$ cat src/rtl/sinj_pkg.sv
package sinj_pkg;

    typedef enum logic [1:0] {
        REG_LOAD  = 2'd0,
        REG_HOLD  = 2'd1,
        REG_RESET = 2'd2
    } reg_mode_e;

    // Reset outranks hold, hold outranks load.
    function automatic reg_mode_e pick_mode(input logic rst, input logic hold);
        if (rst)
            return REG_RESET;
        else if (hold)
            return REG_HOLD;
        else
            return REG_LOAD;
    endfunction

endpackage

$ cat src/rtl/sinj_mask_fold.sv
module sinj_mask_fold #(
    parameter int unsigned W       = 4,
    parameter int unsigned N       = 3,
    parameter bit          USE_XOR = 1'b0,
    parameter logic [N-1:0][W-1:0] MASK = '0
) (
    input  logic [N-1:0] ctrl,
    output logic [W-1:0] hit
);

    // One reduction per state bit over the control lines that touch it.
    for (genvar b = 0; b < W; b++) begin : g_bit
        logic [N-1:0] sel;
        for (genvar l = 0; l < N; l++) begin : g_line
            assign sel[l] = ctrl[l] & MASK[l][b];
        end
        if (USE_XOR) begin : g_par
            assign hit[b] = ^sel;
        end else begin : g_any
            assign hit[b] = |sel;
        end
    end

endmodule

$ cat src/rtl/sinj_apply.sv
module sinj_apply #(
    parameter int unsigned W = 4
) (
    input  logic [W-1:0] nxt,
    input  logic [W-1:0] set_v,
    input  logic [W-1:0] clr_v,
    input  logic [W-1:0] inv_v,
    output logic [W-1:0] out
);

    logic [W-1:0] after_set;
    logic [W-1:0] after_clr;

    always_comb begin
        after_set = nxt | set_v;
        after_clr = after_set & ~clr_v;
        out       = after_clr ^ inv_v;
    end

endmodule

$ cat src/rtl/sinj_state_reg.sv
module sinj_state_reg
    import sinj_pkg::*;
#(
    parameter int unsigned W = 4,
    parameter logic [W-1:0] RST_VAL = '0
) (
    input  logic         clk,
    input  logic         rst,
    input  logic         hold,
    input  logic [W-1:0] d,
    output logic [W-1:0] q
);

    reg_mode_e mode;

    always_comb mode = pick_mode(rst, hold);

    always_ff @(posedge clk) begin
        unique case (mode)
            REG_RESET: q <= RST_VAL;
            REG_HOLD:  q <= q;
            default:   q <= d;
        endcase
    end

endmodule

$ cat src/rtl/state_inject_hold.sv
module state_inject_hold #(
    parameter int unsigned STATE_W = 4,
    parameter int unsigned CTRL_W  = 3,
    parameter logic [CTRL_W-1:0][STATE_W-1:0] SET_MASK = {4'b0000, 4'b1010, 4'b0000},
    parameter logic [CTRL_W-1:0][STATE_W-1:0] CLR_MASK = {4'b0011, 4'b0000, 4'b0000},
    parameter logic [CTRL_W-1:0][STATE_W-1:0] INV_MASK = {4'b1000, 4'b0000, 4'b0110},
    parameter logic [STATE_W-1:0] RST_STATE = 4'b0001
) (
    input  logic               clk,
    input  logic               rst,
    input  logic [CTRL_W-1:0]  ctrl,
    input  logic               hold,
    input  logic [STATE_W-1:0] next_in,
    output logic [STATE_W-1:0] obs_next,
    output logic [STATE_W-1:0] inj_next,
    output logic [STATE_W-1:0] state_q
);

    logic [STATE_W-1:0] set_v;
    logic [STATE_W-1:0] clr_v;
    logic [STATE_W-1:0] inv_v;

    sinj_mask_fold #(.W(STATE_W), .N(CTRL_W), .USE_XOR(1'b0), .MASK(SET_MASK))
        u_set (.ctrl(ctrl), .hit(set_v));

    sinj_mask_fold #(.W(STATE_W), .N(CTRL_W), .USE_XOR(1'b0), .MASK(CLR_MASK))
        u_clr (.ctrl(ctrl), .hit(clr_v));

    sinj_mask_fold #(.W(STATE_W), .N(CTRL_W), .USE_XOR(1'b1), .MASK(INV_MASK))
        u_inv (.ctrl(ctrl), .hit(inv_v));

    sinj_apply #(.W(STATE_W)) u_apply (
        .nxt  (next_in),
        .set_v(set_v),
        .clr_v(clr_v),
        .inv_v(inv_v),
        .out  (inj_next)
    );

    sinj_state_reg #(.W(STATE_W), .RST_VAL(RST_STATE)) u_reg (
        .clk (clk),
        .rst (rst),
        .hold(hold),
        .d   (inj_next),
        .q   (state_q)
    );

    assign obs_next = next_in;

endmodule

$ cat config.mk
export PLATFORM = sky130hd
export DESIGN_NAME = state_inject_hold
export DESIGN_NICKNAME = d
export VERILOG_FILES = /design/src/rtl/sinj_pkg.sv /design/src/rtl/sinj_mask_fold.sv /design/src/rtl/sinj_apply.sv /design/src/rtl/sinj_state_reg.sv /design/src/rtl/state_inject_hold.sv
export SDC_FILE = /design/constraint.sdc
export NUM_CORES = 1
export LEC_CHECK = 0
export BUFFER_PORTS_ARGS = -buffer_cell sky130_fd_sc_hd__buf_2
export CORE_AREA = 3 3 40 42
export CTS_BUF_LIST = sky130_fd_sc_hd__clkbuf_8
export DETAILED_ROUTE_END_ITERATION = 12
export DIE_AREA = 0 0 43 45
export GPL_TIMING_DRIVEN = 0
export PLACE_DENSITY = 0.48
export SLEW_MARGIN = 0
export SYNTH_ARGS = -nofsm -noshare
export SYNTH_HDL_FRONTEND = slang
export SYNTH_SLANG_ARGS = --single-unit
export TNS_END_PERCENT = 5
$ cat constraint.sdc
create_clock -name clk -period 0.8 [get_ports clk]
set_clock_uncertainty 0.1 [all_clocks]
set_input_delay 0.04 -clock clk [delete_from_list [all_inputs] [get_ports clk]]
set_output_delay 0.04 -clock clk [all_outputs]
set_load 0.01 [all_outputs]
# [After elaboration in Yosys (flattened, before gate mapping)]
# Index checks and enable logic that the tools add are counted.
[totals] reg_bits=4 in_bits=10 output_inout_bits=12 word_cells=12
[op_classes] n_eq_ne=2 muxes=3 bitwise_logic=4 n_reduce_logical=2
[ops] op="$pmux W4 S2" n=1
[ops] op="$reduce_xor A3 Y1" n=2
[ops] op="$and A4 B4 Y4" n=1
[ops] op="$not A2 Y4" n=1
[ops] op="$or A4 B4 Y4" n=1
[ops] op="$xor A4 B4 Y4" n=1
[ops] op="$eq A2 B1 Y1 const B" n=1
[ops] op="$eq A2 B2 Y1 const B" n=1
[ops] op="$mux W2" n=1
[ops] op="$mux W1" n=1

# [Longest topological paths before layout]
# Gate-level depths: netlist of the first run.
[depth] word_depth=4 depth_mapped=2 depth_no_buf=2

# [Cells and area by module]
# A second synthesis of the first run with hierarchy kept.
[unflattened] hier_cells=36 area_unflattened_um2=400.4
[modules_own_cells] mod="sinj_state_reg" n_inst=1 cells_per_inst=9 area_per_inst_um2=158.9 seq_area_each_um2=120.1
[modules_own_cells] mod="sinj_apply" n_inst=1 cells_per_inst=8 area_per_inst_um2=110.1 seq_area_each_um2=0.0
[modules_own_cells] mod="sinj_mask_fold" n_inst=3 cells_per_inst=5 area_per_inst_um2=33.8 seq_area_each_um2=0.0
[modules_own_cells] mod="state_inject_hold" n_inst=1 cells_per_inst=4 area_per_inst_um2=30.0 seq_area_each_um2=0.0

# [Least setup slack after synthesis of the first run]
# Ideal clock, no wire load.
[synth_path] path_kind="input to register" startpoint="in ctrl[2]" endpoint="reg u_reg.q[1] (data pin)" setup_time_ps=260 arrival_ps=483 required_ps=440 path_slack_ps=-43 cell_stages=2 path_buffers=0 path_cell_list="o21bai_4 > mux2_4"
[synth_via] elab_chain_len=4
[synth_lines] element="from (decl)" line_no="state_inject_hold.sv:11" rtl="input logic [CTRL_W-1:0] ctrl,"
[synth_lines] element="$not A2 Y4" line_no="sinj_apply.sv:16" rtl="after_clr = after_set & ~clr_v;"
[synth_lines] element="$and A4 B4 Y4" line_no="sinj_apply.sv:16"
[synth_lines] element="$xor A4 B4 Y4" line_no="sinj_apply.sv:17" rtl="out = after_clr ^ inv_v;"
[synth_lines] element="$pmux W4 S2" line_no="sinj_state_reg.sv:19" rtl="unique case (mode)"
[synth_lines] element="to (signal assigned)" line_no="sinj_state_reg.sv:21" rtl="REG_HOLD: q <= q;"
[synth_lines] element="to (decl)" line_no="sinj_state_reg.sv:11" rtl="output logic [W-1:0] q"
# No other way between the ends.
# A chain may end at the register's enable or synchronous reset.

# [Worst setup path after layout of the first run]
[layout_path] startpoint="reg u_reg.q[3]" endpoint="out state_q[3]"
[layout_rtl] element="to (decl)" line_no="state_inject_hold.sv:16" rtl="output logic [STATE_W-1:0] state_q"
# No word-level cell between the ends.

==> summary.txt, run 1 <==
Die
  – Die width: between 40 and 50 µm
  – Effective utilization at floorplan: about a fifth
  – Core area: 1280 µm²
  – # IOs: 22
  – DIE AREA: roughly 1900 µm²
  – # rows: 13
  – Die span in y: ~45 µm

Timing
  – Worst slew pin tran: approximately 190 ps
  – Fin. max-slew vios: 0
  – Hold slack: 56.0 ps
  – Max Clk Rate: between 1 and 1.5 GHz
  – Final period utilization: 105%
  – Max-slew headroom: 87.7%
  – RSZ-0062 raised after global routing: yes
  – Post-layout min period: approximately 840 ps
  – Final WS setup: -41.5 ps
  – Final setup vio count: 4
  – Final hold vios: 0

Synthesis
  – Post-synth top area cell: edfxtp_1
  – Ys flop type: edfxtp_1
  – Syn Nets: 32
  – Mapped Cells: 22
  – Ys Warns: 0
  – Post-synth EDFFs: 4
  – Mean Syn Cell Area: 11.8 µm²
  – Synth top cells by count: 4 x buf_4, 4 x edfxtp_1, 2 x nor2_1, 2 x nor2b_1, 2 x nor3_1
  – Synth Register Bits: 4
  – Synth Cell Area: ~260 µm²
  – Sequential-to-total area share from yosys stat: 46.4%
  – Number of distinct library cells after synthesis: 13
  – Synth top area share: 46.4%
  – Largest cells by area after synthesis: edfxtp_1 46%, buf_4 12%, o21bai_4 7.2%
  – Ys async rst share: 0%

Finish
  – Register with the most flip-flops: u_reg.q
  – Fill cell count: between 100 and 150
  – Design area: between 400 and 500 µm²
  – Layout area overhead: 65.7%
  – Core Util, Final: between 30% and 40%
  – Post-Layout Cell Count: just over 60
  – Diode count: 0
  – Largest register FFs: 4
  – Final #Nets: 58
  – Regs by FF count: u_reg.q (4)
  – Layout cells sized above 1: 67.4%

Worst setup path
  – CP endpoint kind: output pin
  – Worst path required time: ~660 ps
  – Crit Path Class: reg2out
  – CP max stage cell: edfxtp_1
  – Slowest stage delay, CP: between 300 and 400 ps
  – CP startpoint kind: flip-flop
  – CP Max Fanout: 1
  – CP Cell Sequence: buf_2
  – Critical Path AT: 700 ps
  – Crit path max-delay family: flip-flops
  – Crit path buf inv count: 1

GRT
  – Total grt overflow: 0
  – Gr usage total: 5.77%
  – Largest net degree at the start of global routing: 7
  – Vias in the first global route: around 200
  – First-pass GRT wire length: roughly 750 µm
  – Antenna violations before repair: 0

Placed design
  – I/O Buffers: 21
  – Final HPWL DP: roughly 460 µm
  – # placed instances: 58
  – GPL Wtd Cong: around 0.58
  – Placed inst area: roughly 380 µm²

Routing
  – Vias per inst: between 3 and 4
  – DRT antenna net count: 0
  – Drc violations: 0
  – Met3 WL: 79 µm
  – WL met2: approximately 240 µm
  – DR top layer: met3
  – First-pass iteration count of the detailed router: 2
  – DR vias: about 230
  – Wl on met1: 208 µm
  – Total Routed Length: 532 µm
  – DR iter-0 viols: 5
  – Mean routed wirelength per cell: just under 9 µm

Clock network
  – Root buf cell: clkbuf_8
  – Clock sinks: 4
  – Post-CTS setup buffers: 0
  – Clock-pin slew on the worst setup and hold paths: roughly 30 ps
  – TritonCTS clock tree: yes
  – H-tree Lvls: 1
  – Num CTS Buffers: 3
  – CTS max path bufs: 2

Power and ir drop
  – Leak: 0.210 nW
  – VDD IR-drop max: ~0.00056 V
  – Total power draw: 0.847 mW
  – PD cells: 1970 nW/µm²

Min path
  – Hold crit path type: in2reg

Job
  – MaxCap Viol Count: 0

Outcome
  – Status: finished, violations left
  – Violated checks: negative setup slack
-- cell type report --
cell class / instances / area [µm²] / share of cell area [%]
multi-input cells: 14 / 114 / 26.5
well taps: 15 / 18.8 / 4.37
repair buffers: 21 / 105 / 24.5
plain buffers: 4 / 30.0 / 7.00
flip-flops and latches: 4 / 120 / 28.0
clock buffers: 3 / 41.3 / 9.62
-- through the flow --
step	TNS (ps)	setup slack [ps]
2_1_floorplan	-43.5	-43.5
3_3_place_gp	-304	-195
3_5_place_dp	-305	-196
4_1_cts	-178	-52.4
5_1_grt	-255	-74.6
6_report	-140	-41.5
-- power breakdown --
| group | total, mW | switching (mW) | internal (mW) | leakage, nW |
|---|---|---|---|---|
| clock | 0.411 | 0.0911 | 0.319 | 0.0216 |
| sequential | 0.262 | 0.00401 | 0.258 | 0.0417 |
| combinational | 0.175 | 0.0839 | 0.0907 | 0.147 |
-- final timing paths --
check,start,endpoint,slack [ps],cells after the start
max,u_reg.q[3],state_q[3],-40,1
min,rst,u_reg.q[0],60,2
-- cell families after synthesis --
family          Yosys count  share of synthesized area [%]
simple gates              9                           19.3
flops                     4                           46.4
buf+inv                   4                           11.6
compound gates            2                           10.1
xor+xnor                  2                           6.76
mux                       1                           5.80
-- layer usage --
metal / up-vias / GRT usage [%]
met4: 0 / 7.23
met2: 15 / 7.19
li1: 119 / -
met3: 0 / 2.79
met5: - / 0
met1: 94 / 6.34
-- what timing repair did --
action,in CTS,in global routing
endpoints found under the setup margin,4,5
hold buffers,0,0
pin swaps,0,2
gates resized for setup,0,1
-- placed cells by master (no fill, tap or decap) --
cell      count
nor3_2        1
nor3_1        1
and2b_1       1
clkbuf_8      3
nor2b_1       2
nand2b_1      1
nor2_1        2
buf_2        21
xnor2_1       1
mux2_4        1
buf_4         4
o21a_1        1
o21bai_4      1
xor2_1        1
or2_1         1
edfxtp_1      4
(Power assumes the default switching activity.)
==> inputs of run 2 (changes only) <==
--- a/config.mk
+++ b/config.mk
@@ -10,7 +10,6 @@
 export CTS_BUF_LIST = sky130_fd_sc_hd__clkbuf_8
 export DETAILED_ROUTE_END_ITERATION = 12
 export DIE_AREA = 0 0 43 45
-export GPL_TIMING_DRIVEN = 0
 export PLACE_DENSITY = 0.48
 export SLEW_MARGIN = 0
 export SYNTH_ARGS = -nofsm -noshare
==> summary.txt, run 2 (same netlist as run 1, synthesis figures left out) <==
Timing
  – Max Clk Rate: 1.19 GHz
  – Final period utilization: 105%
  – Max-slew headroom: 88.2%
  – Final setup vio count: 5
  – Hold slack: approximately 63 ps
  – Final WS setup: -40.8 ps
  – RSZ-0062 raised after global routing: yes
  – Fin. max-slew vios: 0
  – Final hold vios: 0
  – Worst slew pin tran: 177 ps
  – Post-layout min period: about 840 ps
  – Setup TNS Final: -140 ps

Routing
  – Vias per inst: ~3.7
  – Mean routed wirelength per cell: a little under 9 µm
  – DR vias: 221
  – Drc violations: 0
  – First-pass iteration count of the detailed router: 1
  – DRT antenna net count: 0
  – Total Routed Length: approximately 530 µm
  – DR iter-0 viols: 0

GRT
  – GRT met3 Usage: 3.98%
  – Met1 Usage GRT: under 10%
  – Vias in the first global route: 190
  – Gr usage total: about 5.9%
  – Largest net degree at the start of global routing: 7
  – Total grt overflow: 0
  – M2 GR Usage: a little over 7%
  – First-pass GRT wire length: roughly 750 µm
  – Most Used Layer, Global Route: met4
  – Antenna violations before repair: 0

Outcome
  – Status: finished, violations left
  – Violated checks: negative setup slack

Worst setup path
  – Critical Path AT: roughly 700 ps
  – Crit Path Class: reg2out
  – Worst path required time: 660 ps
  – Crit path max-delay family: flip-flops
  – CP Max Fanout: 1
  – Crit path buf inv count: 1
  – CP Cell Sequence: buf_2
  – CP startpoint kind: flip-flop
  – Slowest stage delay, CP: 340 ps
  – CP max stage cell: edfxtp_1
  – CP endpoint kind: output pin

Finish
  – Diode count: 0
  – Most common cell after layout, fill and taps aside: buf_2
  – Post-Layout Cell Count: 60
  – Leading cell types in the layout, fill and taps excluded: 19 x buf_2, 4 x edfxtp_1, 3 x clkbuf_8, 3 x buf_6
  – Layout area overhead: 74.4%
  – Final #Nets: between 50 and 60
  – Layout cells sized above 1: 68.9%
  – Largest register FFs: 4
  – Register with the most flip-flops: u_reg.q
  – Regs by FF count: u_reg.q (4)

Clock network
  – CTS max path bufs: 2
  – Root buf cell: clkbuf_8
  – Clock sinks: 4
  – H-tree Lvls: 1
  – TritonCTS clock tree: yes
  – Num CTS Buffers: 3
  – Clock-pin slew on the worst setup and hold paths: 30 ps

Die
  – Die span in y: approximately 45 µm
  – Die width: ~43 µm
  – Effective utilization at floorplan: 20.2%
  – DIE AREA: between 1500 and 2000 µm²
  – # IOs: 22
  – Core area: 1280 µm²
  – # rows: 13

Min path
  – Hold Startpoint: rst
  – Endpoint with the worst hold slack: u_reg.q[0]
  – Cells on Worst Hold Path: 2
  – Hold crit path type: in2reg

Job
  – MaxCap Viol Count: 0

Power and ir drop
  – VDD IR-drop max: 0.000454 V
  – Leak: 0.219 nW
  – Total power draw: 0.868 mW
  – PD cells: ~1900 nW/µm²

Placed design
  – Dpl ws: -188 ps
  – Final HPWL DP: 428 µm
  – I/O Buffers: 21
  – GPL Wtd Cong: about 0.6
  – # placed instances: 57
-- run 2: area by class of cell --
cell class	instances	area (µm²)
clock buffer	3	41.3
timing repair buffer	24	144
sequential	4	120
multi-input combinational	14	128
tap	15	18.8
fill	138	833
-- run 2: metal layers --
layer | up-vias | routed length, µm
met5 | - | 0
met4 | 0 | 17
met3 | 4 | 98
met2 | 17 | 228
met1 | 83 | 190
li1 | 117 | -
-- run 2: through the flow --
step	instance area (µm²)	utilization, %
after floorplan	259	-
after global placement	375	29.2
after global routing	452	35.2
after CTS	445	34.7
final	452	35.2
after detailed placement	375	29.2
-- run 2: how the worst max path moves through the flow --
stage	depth (start not counted)	slack, ps	endpoint	startpoint
CTS	1	-50	state_q[1]	u_reg.q[1]
global route	1	-80	state_q[3]	u_reg.q[3]
global placement	3	-180	u_reg.q[1]	ctrl[1]
finish	1	-40	state_q[1]	u_reg.q[1]
detailed placement	3	-190	u_reg.q[1]	ctrl[1]
floorplan	2	-40	u_reg.q[1]	ctrl[2]
-- run 2: repair_timing --
item / in CTS / in global routing
hold buffers: 0 / 0
setup buffers: 0 / 0
cloned: 0 / 0
endpoints found under the setup margin: 6 / 6
pin swaps: 1 / 0
gates resized for setup: 6 / 1
-- run 2: power breakdown --
| part | internal, mW | switching, mW |
|---|---|---|
| Combinational | 0.102 | 0.0885 |
| Sequential | 0.258 | 0.00363 |
| Clock | 0.320 | 0.0963 |
